**config.mk**
```make
export PLATFORM = sky130hd
export DESIGN_NAME = mdio_mgmt_ctrl
export DESIGN_NICKNAME = d
export VERILOG_FILES = /design/src/rtl/mdio_mgmt_pkg.sv /design/src/rtl/mdio_reg_bank.sv /design/src/rtl/mdio_clk_div.sv /design/src/rtl/mdio_frame_engine.sv /design/src/rtl/mdio_mgmt_ctrl.sv
export SDC_FILE = /design/constraint.sdc
export NUM_CORES = 1
export LEC_CHECK = 0
export ABC_AREA = 1
export BUFFER_PORTS_ARGS = -buffer_cell sky130_fd_sc_hd__buf_2
export CAP_MARGIN = 40
export CORE_ASPECT_RATIO = 2
export CORE_MARGIN = 2
export CORE_UTILIZATION = 63
export DETAILED_ROUTE_END_ITERATION = 16
export PLACE_DENSITY = 0.85
export SYNTH_ARGS = -nofsm -noshare
export SYNTH_HDL_FRONTEND = slang
export SYNTH_SLANG_ARGS = --single-unit
```
**constraint.sdc**
```tcl
create_clock -name clk -period 5 [get_ports clk]
set_input_delay 0.75 -clock clk [delete_from_list [all_inputs] [get_ports clk]]
set_output_delay 0.75 -clock clk [all_outputs]
set_load 0.02 [all_outputs]
```
**src/rtl/mdio_mgmt_pkg.sv**
```systemverilog
package mdio_mgmt_pkg;

    localparam int unsigned FRAME_LEN = 64;
    localparam int unsigned PRE_LEN   = 32;
    localparam int unsigned TA_IDX    = 46;
    localparam int unsigned DATA_IDX  = 48;
    localparam int unsigned DATA_W    = 16;
    localparam int unsigned FIELD_W   = 5;
    localparam int unsigned BIT_CNT_W = $clog2(FRAME_LEN);

    localparam logic [2:0] SEL_CFG  = 3'd0;
    localparam logic [2:0] SEL_CMD  = 3'd1;
    localparam logic [2:0] SEL_ADR  = 3'd2;
    localparam logic [2:0] SEL_WDAT = 3'd3;
    localparam logic [2:0] SEL_RDAT = 3'd4;
    localparam logic [2:0] SEL_IND  = 3'd5;

    localparam int unsigned CFG_RST_BIT   = 31;
    localparam int unsigned CMD_GO_BIT    = 0;
    localparam int unsigned IND_BUSY_BIT  = 0;
    localparam int unsigned IND_INVAL_BIT = 2;
    localparam int unsigned ADR_PHY_LSB   = 8;
    localparam int unsigned ADR_REG_LSB   = 0;

    typedef enum logic [1:0] {
        OP_WRITE = 2'b01,
        OP_READ  = 2'b10
    } mdio_op_e;

    typedef struct packed {
        mdio_op_e            op;
        logic [FIELD_W-1:0]  phy;
        logic [FIELD_W-1:0]  regn;
        logic [DATA_W-1:0]   wdat;
    } mdio_req_t;

    // Whole serial frame, first bit on the wire in the MSB.
    function automatic logic [FRAME_LEN-1:0] frame_word(input mdio_req_t r);
        logic [1:0]        ta;
        logic [DATA_W-1:0] pay;
        ta  = (r.op == OP_WRITE) ? 2'b10  : 2'b11;
        pay = (r.op == OP_WRITE) ? r.wdat : '1;
        return {{PRE_LEN{1'b1}}, 2'b01, r.op, r.phy, r.regn, ta, pay};
    endfunction

endpackage

```
**src/rtl/mdio_reg_bank.sv**
```systemverilog
module mdio_reg_bank
    import mdio_mgmt_pkg::*;
#(
    parameter int unsigned DIV_W = 4
) (
    input  logic                clk,
    input  logic                rst,
    input  logic                host_wr,
    input  logic [2:0]          host_sel,
    input  logic [31:0]         host_wdata,
    output logic [31:0]         host_rdata,
    input  logic                busy,
    input  logic                rd_done,
    input  logic [DATA_W-1:0]   rd_word,
    output logic                soft_rst,
    output logic [DIV_W-1:0]    div,
    output logic                launch,
    output mdio_req_t           launch_req
);

    logic                 cfg_rst_q;
    logic [DIV_W-1:0]     div_q;
    logic                 go_q;
    logic [FIELD_W-1:0]   phy_q;
    logic [FIELD_W-1:0]   regn_q;
    logic [DATA_W-1:0]    wdat_q;
    logic [DATA_W-1:0]    rdat_q;
    logic                 inval_q;

    logic accept;
    logic launch_rd;
    logic launch_wr;

    always_comb begin
        accept    = host_wr && !busy;
        launch_rd = accept && (host_sel == SEL_CMD) && host_wdata[CMD_GO_BIT]
                    && !go_q && !cfg_rst_q;
        launch_wr = accept && (host_sel == SEL_WDAT) && !cfg_rst_q;
        launch    = launch_rd || launch_wr;
        launch_req.op   = launch_wr ? OP_WRITE : OP_READ;
        launch_req.phy  = phy_q;
        launch_req.regn = regn_q;
        launch_req.wdat = host_wdata[DATA_W-1:0];
    end

    always_ff @(posedge clk) begin
        if (rst) begin
            cfg_rst_q <= 1'b0;
            div_q     <= '0;
            go_q      <= 1'b0;
            phy_q     <= '0;
            regn_q    <= '0;
            wdat_q    <= '0;
            rdat_q    <= '0;
            inval_q   <= 1'b0;
        end else begin
            if (host_wr && host_sel == SEL_CFG) begin
                cfg_rst_q <= host_wdata[CFG_RST_BIT];
                div_q     <= host_wdata[DIV_W-1:0];
            end
            if (accept && host_sel == SEL_CMD) begin
                go_q    <= host_wdata[CMD_GO_BIT];
                inval_q <= 1'b0;
            end
            if (accept && host_sel == SEL_ADR) begin
                phy_q  <= host_wdata[ADR_PHY_LSB +: FIELD_W];
                regn_q <= host_wdata[ADR_REG_LSB +: FIELD_W];
            end
            if (accept && host_sel == SEL_WDAT) begin
                wdat_q <= host_wdata[DATA_W-1:0];
            end
            if (rd_done) begin
                rdat_q  <= rd_word;
                inval_q <= 1'b1;
            end
            if (cfg_rst_q) begin
                inval_q <= 1'b0;
            end
        end
    end

    always_comb begin
        host_rdata = '0;
        case (host_sel)
            SEL_CFG: begin
                host_rdata[CFG_RST_BIT] = cfg_rst_q;
                host_rdata[DIV_W-1:0]   = div_q;
            end
            SEL_CMD:  host_rdata[CMD_GO_BIT] = go_q;
            SEL_ADR: begin
                host_rdata[ADR_PHY_LSB +: FIELD_W] = phy_q;
                host_rdata[ADR_REG_LSB +: FIELD_W] = regn_q;
            end
            SEL_WDAT: host_rdata[DATA_W-1:0] = wdat_q;
            SEL_RDAT: host_rdata[DATA_W-1:0] = rdat_q;
            SEL_IND: begin
                host_rdata[IND_BUSY_BIT]  = busy;
                host_rdata[IND_INVAL_BIT] = inval_q;
            end
            default: host_rdata = '0;
        endcase
    end

    assign soft_rst = cfg_rst_q;
    assign div      = div_q;


    busy_adr_freeze_chk: assert property (@(posedge clk) disable iff (rst)
        (busy && host_wr && host_sel == SEL_ADR) |=> ($stable(phy_q) && $stable(regn_q)));


    inval_from_read_chk: assert property (@(posedge clk) disable iff (rst)
        $rose(inval_q) |-> $past(rd_done));


    soft_rst_idle_chk: assert property (@(posedge clk) disable iff (rst)
        cfg_rst_q |=> !busy);

endmodule

```
**src/rtl/mdio_clk_div.sv**
```systemverilog
module mdio_clk_div #(
    parameter int unsigned DIV_W = 4
) (
    input  logic             clk,
    input  logic             rst,
    input  logic             run,
    input  logic [DIV_W-1:0] div,
    output logic             mdc,
    output logic             rise_stb,
    output logic             fall_stb
);

    logic [DIV_W-1:0] cnt_q;
    logic             mdc_q;
    logic             tick;

    always_comb begin
        tick     = run && (cnt_q >= div);
        rise_stb = tick && !mdc_q;
        fall_stb = tick && mdc_q;
    end

    always_ff @(posedge clk) begin
        if (rst || !run) begin
            cnt_q <= '0;
            mdc_q <= 1'b0;
        end else if (tick) begin
            cnt_q <= '0;
            mdc_q <= !mdc_q;
        end else begin
            cnt_q <= cnt_q + 1'b1;
        end
    end

    assign mdc = mdc_q;


    mdc_idle_low_chk: assert property (@(posedge clk) disable iff (rst)
        !run |=> !mdc_q);


    one_strobe_chk: assert property (@(posedge clk) disable iff (rst)
        $onehot0({rise_stb, fall_stb}));

endmodule

```
**src/rtl/mdio_frame_engine.sv**
```systemverilog
module mdio_frame_engine
    import mdio_mgmt_pkg::*;
(
    input  logic               clk,
    input  logic               rst,
    input  logic               start,
    input  mdio_req_t          req,
    input  logic               rise_stb,
    input  logic               fall_stb,
    input  logic               mdc,
    input  logic               mdio_in,
    output logic               active,
    output logic               mdio_out,
    output logic               mdio_oe,
    output logic               rd_done,
    output logic [DATA_W-1:0]  rd_word
);

    localparam logic [BIT_CNT_W-1:0] LAST_BIT = BIT_CNT_W'(FRAME_LEN - 1);
    localparam logic [BIT_CNT_W-1:0] TA_BIT   = BIT_CNT_W'(TA_IDX);
    localparam logic [BIT_CNT_W-1:0] DAT_BIT  = BIT_CNT_W'(DATA_IDX);

    logic [FRAME_LEN-1:0] shreg_q;
    logic [BIT_CNT_W-1:0] bitcnt_q;
    logic                 active_q;
    logic                 is_rd_q;
    logic [DATA_W-1:0]    rdsh_q;
    logic                 last;

    assign last = active_q && fall_stb && (bitcnt_q == LAST_BIT);

    always_ff @(posedge clk) begin
        if (rst) begin
            shreg_q  <= '0;
            bitcnt_q <= '0;
            active_q <= 1'b0;
            is_rd_q  <= 1'b0;
            rdsh_q   <= '0;
        end else if (start && !active_q) begin
            shreg_q  <= frame_word(req);
            bitcnt_q <= '0;
            active_q <= 1'b1;
            is_rd_q  <= (req.op == OP_READ);
        end else if (active_q) begin
            if (rise_stb && is_rd_q && bitcnt_q >= DAT_BIT) begin
                rdsh_q <= {rdsh_q[DATA_W-2:0], mdio_in};
            end
            if (fall_stb) begin
                if (bitcnt_q == LAST_BIT) begin
                    active_q <= 1'b0;
                end else begin
                    shreg_q  <= {shreg_q[FRAME_LEN-2:0], 1'b1};
                    bitcnt_q <= bitcnt_q + 1'b1;
                end
            end
        end
    end

    always_comb begin
        active   = active_q;
        mdio_out = shreg_q[FRAME_LEN-1];
        mdio_oe  = active_q && (!is_rd_q || bitcnt_q < TA_BIT);
        rd_done  = last && is_rd_q;
        rd_word  = rdsh_q;
    end


    mdo_hold_high_chk: assert property (@(posedge clk) disable iff (rst)
        (mdc && $past(mdc)) |-> $stable(shreg_q[FRAME_LEN-1]));


    start_when_idle_chk: assert property (@(posedge clk) disable iff (rst)
        start |-> !active_q);


    release_in_read_chk: assert property (@(posedge clk) disable iff (rst)
        (rise_stb && is_rd_q && bitcnt_q >= DAT_BIT) |-> !mdio_oe);

endmodule

```
**src/rtl/mdio_mgmt_ctrl.sv**
```systemverilog
module mdio_mgmt_ctrl
    import mdio_mgmt_pkg::*;
#(
    parameter int unsigned DIV_W = 4
) (
    input  logic        clk,
    input  logic        rst,
    input  logic        reg_wr,
    input  logic [2:0]  reg_sel,
    input  logic [31:0] reg_wdata,
    output logic [31:0] reg_rdata,
    output logic        mdc,
    output logic        mdio_out,
    output logic        mdio_oe,
    input  logic        mdio_in
);

    logic              soft_rst;
    logic              eng_rst;
    logic [DIV_W-1:0]  div;
    logic              launch;
    mdio_req_t         launch_req;
    logic              busy;
    logic              rd_done;
    logic [DATA_W-1:0] rd_word;
    logic              rise_stb;
    logic              fall_stb;

    assign eng_rst = rst || soft_rst;

    mdio_reg_bank #(.DIV_W(DIV_W)) u_regs (
        .clk        (clk),
        .rst        (rst),
        .host_wr    (reg_wr),
        .host_sel   (reg_sel),
        .host_wdata (reg_wdata),
        .host_rdata (reg_rdata),
        .busy       (busy),
        .rd_done    (rd_done),
        .rd_word    (rd_word),
        .soft_rst   (soft_rst),
        .div        (div),
        .launch     (launch),
        .launch_req (launch_req)
    );

    mdio_clk_div #(.DIV_W(DIV_W)) u_clk (
        .clk      (clk),
        .rst      (eng_rst),
        .run      (busy),
        .div      (div),
        .mdc      (mdc),
        .rise_stb (rise_stb),
        .fall_stb (fall_stb)
    );

    mdio_frame_engine u_eng (
        .clk      (clk),
        .rst      (eng_rst),
        .start    (launch),
        .req      (launch_req),
        .rise_stb (rise_stb),
        .fall_stb (fall_stb),
        .mdc      (mdc),
        .mdio_in  (mdio_in),
        .active   (busy),
        .mdio_out (mdio_out),
        .mdio_oe  (mdio_oe),
        .rd_done  (rd_done),
        .rd_word  (rd_word)
    );

endmodule

```
# After elaboration in Yosys (flattened, before gate mapping)
# Cells that the tools add are included.
[word_totals]
register_bits = 142
inputBits = 39
output_inout_bits = 35
wordCells = 92
[op_classes]
add_sub_neg = 2
magnitude_cmp = 3
n_eq_ne = 9
mux = 22
bitwise = 2
reduce_logical = 38
[op_table]
columns = ["cell", "n"]
rows = [
  ["2-to-1 mux 64 bit", 4],
  ["logical AND 1 bit", 19],
  ["2-to-1 mux 16 bit", 1],
  ["case mux 5 bit (3 select lines)", 1],
  ["case mux 3 bit (2 select lines)", 2],
  ["AND reduction 3 bit", 3],
  ["2-to-1 mux 1 bit", 8],
  ["case mux 1 bit (4 select lines)", 2],
  ["adder 6 x 1 -> 6 bit (second input constant)", 1],
  ["== test 3 x 2 -> 1 bit (second input constant)", 2],
  ["== test 3 bit (second input constant)", 2],
  ["== test 6 bit (second input constant)", 1],
  ["greater-or-equal comparator 6 bit (second input constant)", 1],
  ["< comparator 6 bit (second input constant)", 1],
  ["case mux 1 bit (6 select lines)", 1],
  ["nonzero test 2 bit", 3],
  ["OR reduction 2 bit", 3],
  ["zero test 1 bit", 5],
  ["case mux 1 bit (5 select lines)", 1],
  ["adder 4 x 1 -> 4 bit (second input constant)", 1],
  ["greater-or-equal comparator 4 bit", 1],
  ["logical OR 1 bit", 4],
  ["== test 3 x 1 -> 1 bit (second input constant)", 1],
  ["zero test 3 bit", 1],
  ["6 further kinds", 7],
]

# Longest topological paths before layout
[logic_depth]
word_depth = 10
mapped_depth = 13
mapped_depth_nobuf = 12

# Hierarchy
# From an unflattened synthesis, not the netlist that was laid out.
[hier_totals]
cells_unflattened = 955
area_unflattened_um2 = 6692.7
[by_module_without_submodules]
columns = ["module", "n_inst", "cells_per_inst", "area_each_um2", "seq_area_each_um2"]
rows = [
  ["mdio_frame_engine", 1, 526, 3801.1, 1761.7],
  ["mdio_reg_bank", 1, 384, 2560.0, 980.9],
  ["mdio_clk_div", 1, 42, 320.3, 100.1],
  ["mdio_mgmt_ctrl", 1, 3, 11.3, 0.0],
]

# Least setup slack after synthesis
# No wires, ideal clock.
[synth_path]
path_type = "input -> output"
startpoint = "in reg_sel[0]"
endpoint = "out reg_rdata[2]"
t_arrival_ps = 1777
t_required_ps = 4250
setup_slack_ps = 2473
path_stages = 6
path_buffers = 1
cell_sequence = "nor2_1 nand2_1 inv_1 clkbuf_1 nand2_1 a21oi_1"
[synth_via]
elab_chain_cells = 2
elab_cells_between_ends = 6
cone_classes = "4 x eq/ne; 1 x mux; 1 x reduce/logical"
[synth_lines]
columns = ["element", "line", "rtl"]
rows = [
  ["start, declared", "mdio_mgmt_ctrl.sv:9", "input logic [2:0] reg_sel,"],
  ["== test 3 bit (tied with other cells)", "mdio_reg_bank.sv:84", "case (host_sel)"],
  ["case mux 1 bit (5 select lines) *", "mdio_reg_bank.sv:84", ""],
  ["end, declared", "mdio_mgmt_ctrl.sv:11", "output logic [31:0] reg_rdata,"],
]
# Every way passes the cells marked *; elsewhere a longest branch is shown, timed or not.

# Final worst setup path
[layout_path]
startpoint = "in reg_sel[2]"
endpoint = "out reg_rdata[0]"
[layout_via]
elab_chain_cells = 2
elab_cells_between_ends = 7
cone_classes = "5 x eq/ne; 1 x mux; 1 x reduce/logical"
[layout_lines]
columns = ["element", "line"]
rows = [
  ["== test 3 bit (tied with other cells)", "mdio_reg_bank.sv:84"],
  ["case mux 1 bit (6 select lines) *", "mdio_reg_bank.sv:84"],
]
# Marks and branches as above.

==> out/qor.yml <==
clock_tree:
  insertion_delay_ns: 0.42
  post_cts_buffers: 0
  cts_root_buf: "clkbuf_16"
  path_clk_slew_ns: 0.06
  cts_buffer_depth: 2
  cts-buffers-inserted: 17
  htreeDepth: 4
  cts_sinks: 142
  cts_hold_buffers: 0
  cts_tree: "built"
  cts-resized-gates: 0
power:
  ir_drop_mv: 0.264
  powerDensity_nw_per_um2: 349
  power_frac_clock: 0.478
  switchingPower_mw: 0.625
  p_seq_frac: 0.452
  p_comb_frac: 0.069
  total_power_mw: 2.62
  p_leak_nw: 3.10
  swShare: 0.239
  p_int_mw: 1.99
sta:
  slew_headroom: 0.471
  setup_violations: 0
  tns_ns: 0
  fin_crit_sh: 0.613
  max_slew.worst_pin.slew_ns: 0.793
  finalHoldViolCount: 0
  fin_skew_ns: 0.00786
  final_max_slew_viol_count: 0
  clock.fmax_mhz: 326
  layout_min_cycle_time_ns: 3.07
  rsz0062_at_grt: "false"
worst_hold_path:
  min-delay-path-class: "flip-flop to flip-flop"
  min_path_cells: 2
yosys:
  synth_edf_count: 0
  synth_most_common_cell: "nor2_1"
  synth-main-ff-cell: "dfxtp_1"
  synth_area_leaders: "dfxtp_1, nor2_1, nand2_1"
  yosysTopAreaCellShare: 0.417
  synth_commonest_cells: "nor2_1, dfxtp_1, nand2_1, inv_1, o21ai_0"
  netlist_area_sq_um: 6810
  synthCells: 962
  yosys_warnings: 0
  ys_ff_latch: 142
  yosysSeqAreaShare: 0.417
  synth_cell_types: 37
  yosysTopAreaCell: "dfxtp_1"
  avgSynthCellArea_sq_um: 7.08
  synthArstFlopShare: 0
grt:
  overflow: 0
  grtUsageTotal: 0.301
  met2_usage: 0.552
  antenna_found_initial: 0
  gr-max-usage-layer: "met2"
  grt_use_met1: 0.312
  grt_pass1_vias: 6090
  grt_use_met3: 0.0667
  grt_max_degree: 50
  grt_pass1_wl_um: 28100
place:
  hpwl_um: 10900
  io_buffers: 43
  place.gp.congestion: 0.911
setup_path:
  cp_num_cells: 9
  critPathMaxFanout: 15
  critPathKind: "primary input to primary output"
  reg2reg_depth: 10
  crit_path_end_kind: "primary output"
  cp.arrival_ns: 2.32
  crit_top_cell: "buf_2"
  critPathRequiredTime_ns: 4.25
  cp_cell_sequence: "buf_2 -> inv_2 -> nand3_2 -> inv_1 -> a22oi_1 -> nand2_1 -> nor2_1 -> a21oi_1 -> buf_2"
  path_delay_family: "buffers and inverters"
  cp_slowest_stage_delay_ns: 0.46
  path_buf_inv: 4
  crit_slowest_cell: "inv_1"
  start_kind: "primary input"
route:
  num_vias: 6312
  wire_per_inst_um: 15.0
  drc: 0
  ant_nets: 0
  drt_first_pass_iters: 6
  vias_per_cell: 5.61
  finalWirelength_um: 16900
  drtIter0Drc: 596
floorplanning:
  coreArea_sq_um: 10500
  die_w_um: 77.5
  die_h_um: 151
  ios: 74
  rows: 53
  dieArea_sq_um: 11700
  initial_core_util: 0.646
finish:
  area_growth_pct: 9.94
  fin_nets: 1022
  drive_gt1_frac: 0.116
  fillers: 828
  num_antenna_cells: 0
job:
  drv_cap: 0
outcome:
  status: "finished, final reports clean"
## tightest hold or removal path: stages (launching register included)
cell	delay, ns
dfxtp_1	0.31
nand2_1	0.06
a21oi_1	0.05
## state kept, by name, indices dropped and copies added, names as in the netlist
register         flops
u_eng.bitcnt_q       6
u_regs.rdat_q       16
u_eng.rd_word       16
u_eng.active         1
u_regs.soft_rst      1
u_regs.go_q          1
u_eng.is_rd_q        1
u_regs.wdat_q       16
u_regs.phy_q         5
u_clk.cnt_q          4
u_regs.inval_q       1
u_regs.div           4
u_eng.shreg_q       64
u_regs.regn_q        5
u_clk.mdc            1
## metal layers
layer	vias to the layer above	wire length (um)
li1	3069	-
met1	2912	6310
met2	260	8910
met3	71	916
met4	0	777
met5	-	0
## worst paths after layout
check | start | to | slack (ns)
max reg2reg | u_regs.div[2] | u_eng.bitcnt_q[5] | 1.94
max | reg_sel[2] | reg_rdata[0] | 1.93
min | u_regs.inval_q | u_regs.inval_q | 0.47
min reg2reg | u_regs.inval_q | u_regs.inval_q | 0.47
## kinds of logic (layout without fill, tap and decap cells)
group,after synthesis,after routing,synth area share
AOI/OAI and AO/OA,132,132,0.104
xor gates and xnor gates,6,6,0.00772
adders and majority gates,7,7,0.0129
buffers and inverters,179,192,0.122
DFF,142,142,0.417
other,1,15,0.000551
and+or+nand+nor,495,495,0.335
## power by group through the flow
stage	clock network, mW	registers, mW	logic [mW]
6_report	1.25	1.18	0.181
5_1_grt	1.30	1.19	0.201
4_1_cts	1.26	1.18	0.179
3_5_place_dp	0	1.21	0.177
3_3_place_gp	0	1.21	0.173
2_1_floorplan	0	1.20	0.145
## cells in the final DEF (no fill, tap or decap), types with 2 or more instances in the layout
cell	Yosys	routed
nand2_1	140	140
nor2_2	2	2
ha_1	7	7
xnor2_1	4	4
nor2_1	216	215
clkbuf_8	0	3
dfxtp_1	142	142
a21oi_1	50	50
clkinv_1	3	3
nand3_2	14	14
nor2_4	3	4
nand4_1	33	33
a22o_1	6	6
nand2_4	3	3
buf_4	16	9
xor2_1	2	2
o21ai_0	69	69
clkbuf_1	21	3
clkinv_2	0	2
conb_1	1	15
inv_1	101	101
nand3b_1	12	12
nor3_4	2	2
nand3_1	66	66
clkbuf_16	0	17
o2111ai_1	2	2
buf_2	18	43
clkinvlp_4	0	4
bufinv_16	0	2
inv_2	3	3
## layout make-up
type | count | area [sq um] | share of cell area
sequential | 142 | 2840 | 0.380
inverter | 108 | 408 | 0.0545
clock inverter | 9 | 109 | 0.0145
timing repair buffer | 52 | 283 | 0.0378
clock buffer | 23 | 478 | 0.0638
tap | 137 | 171 | 0.0229
multi-input combinational | 655 | 3190 | 0.427
## metrics by stage
step	hold slack (ns)	utilization	setup WS, ns	std cells	instance area, sq um
2_1_floorplan	0.425	-	2.47	976	6860
3_3_place_gp	0.445	0.654	1.99	1094	6900
3_5_place_dp	0.451	0.654	2.01	1094	6900
4_1_cts	0.471	0.710	2.00	1126	7490
5_1_grt	0.494	0.710	1.77	1126	7490
6_report	0.473	0.710	1.93	1126	7490
Power figures use the tool's default switching activity.
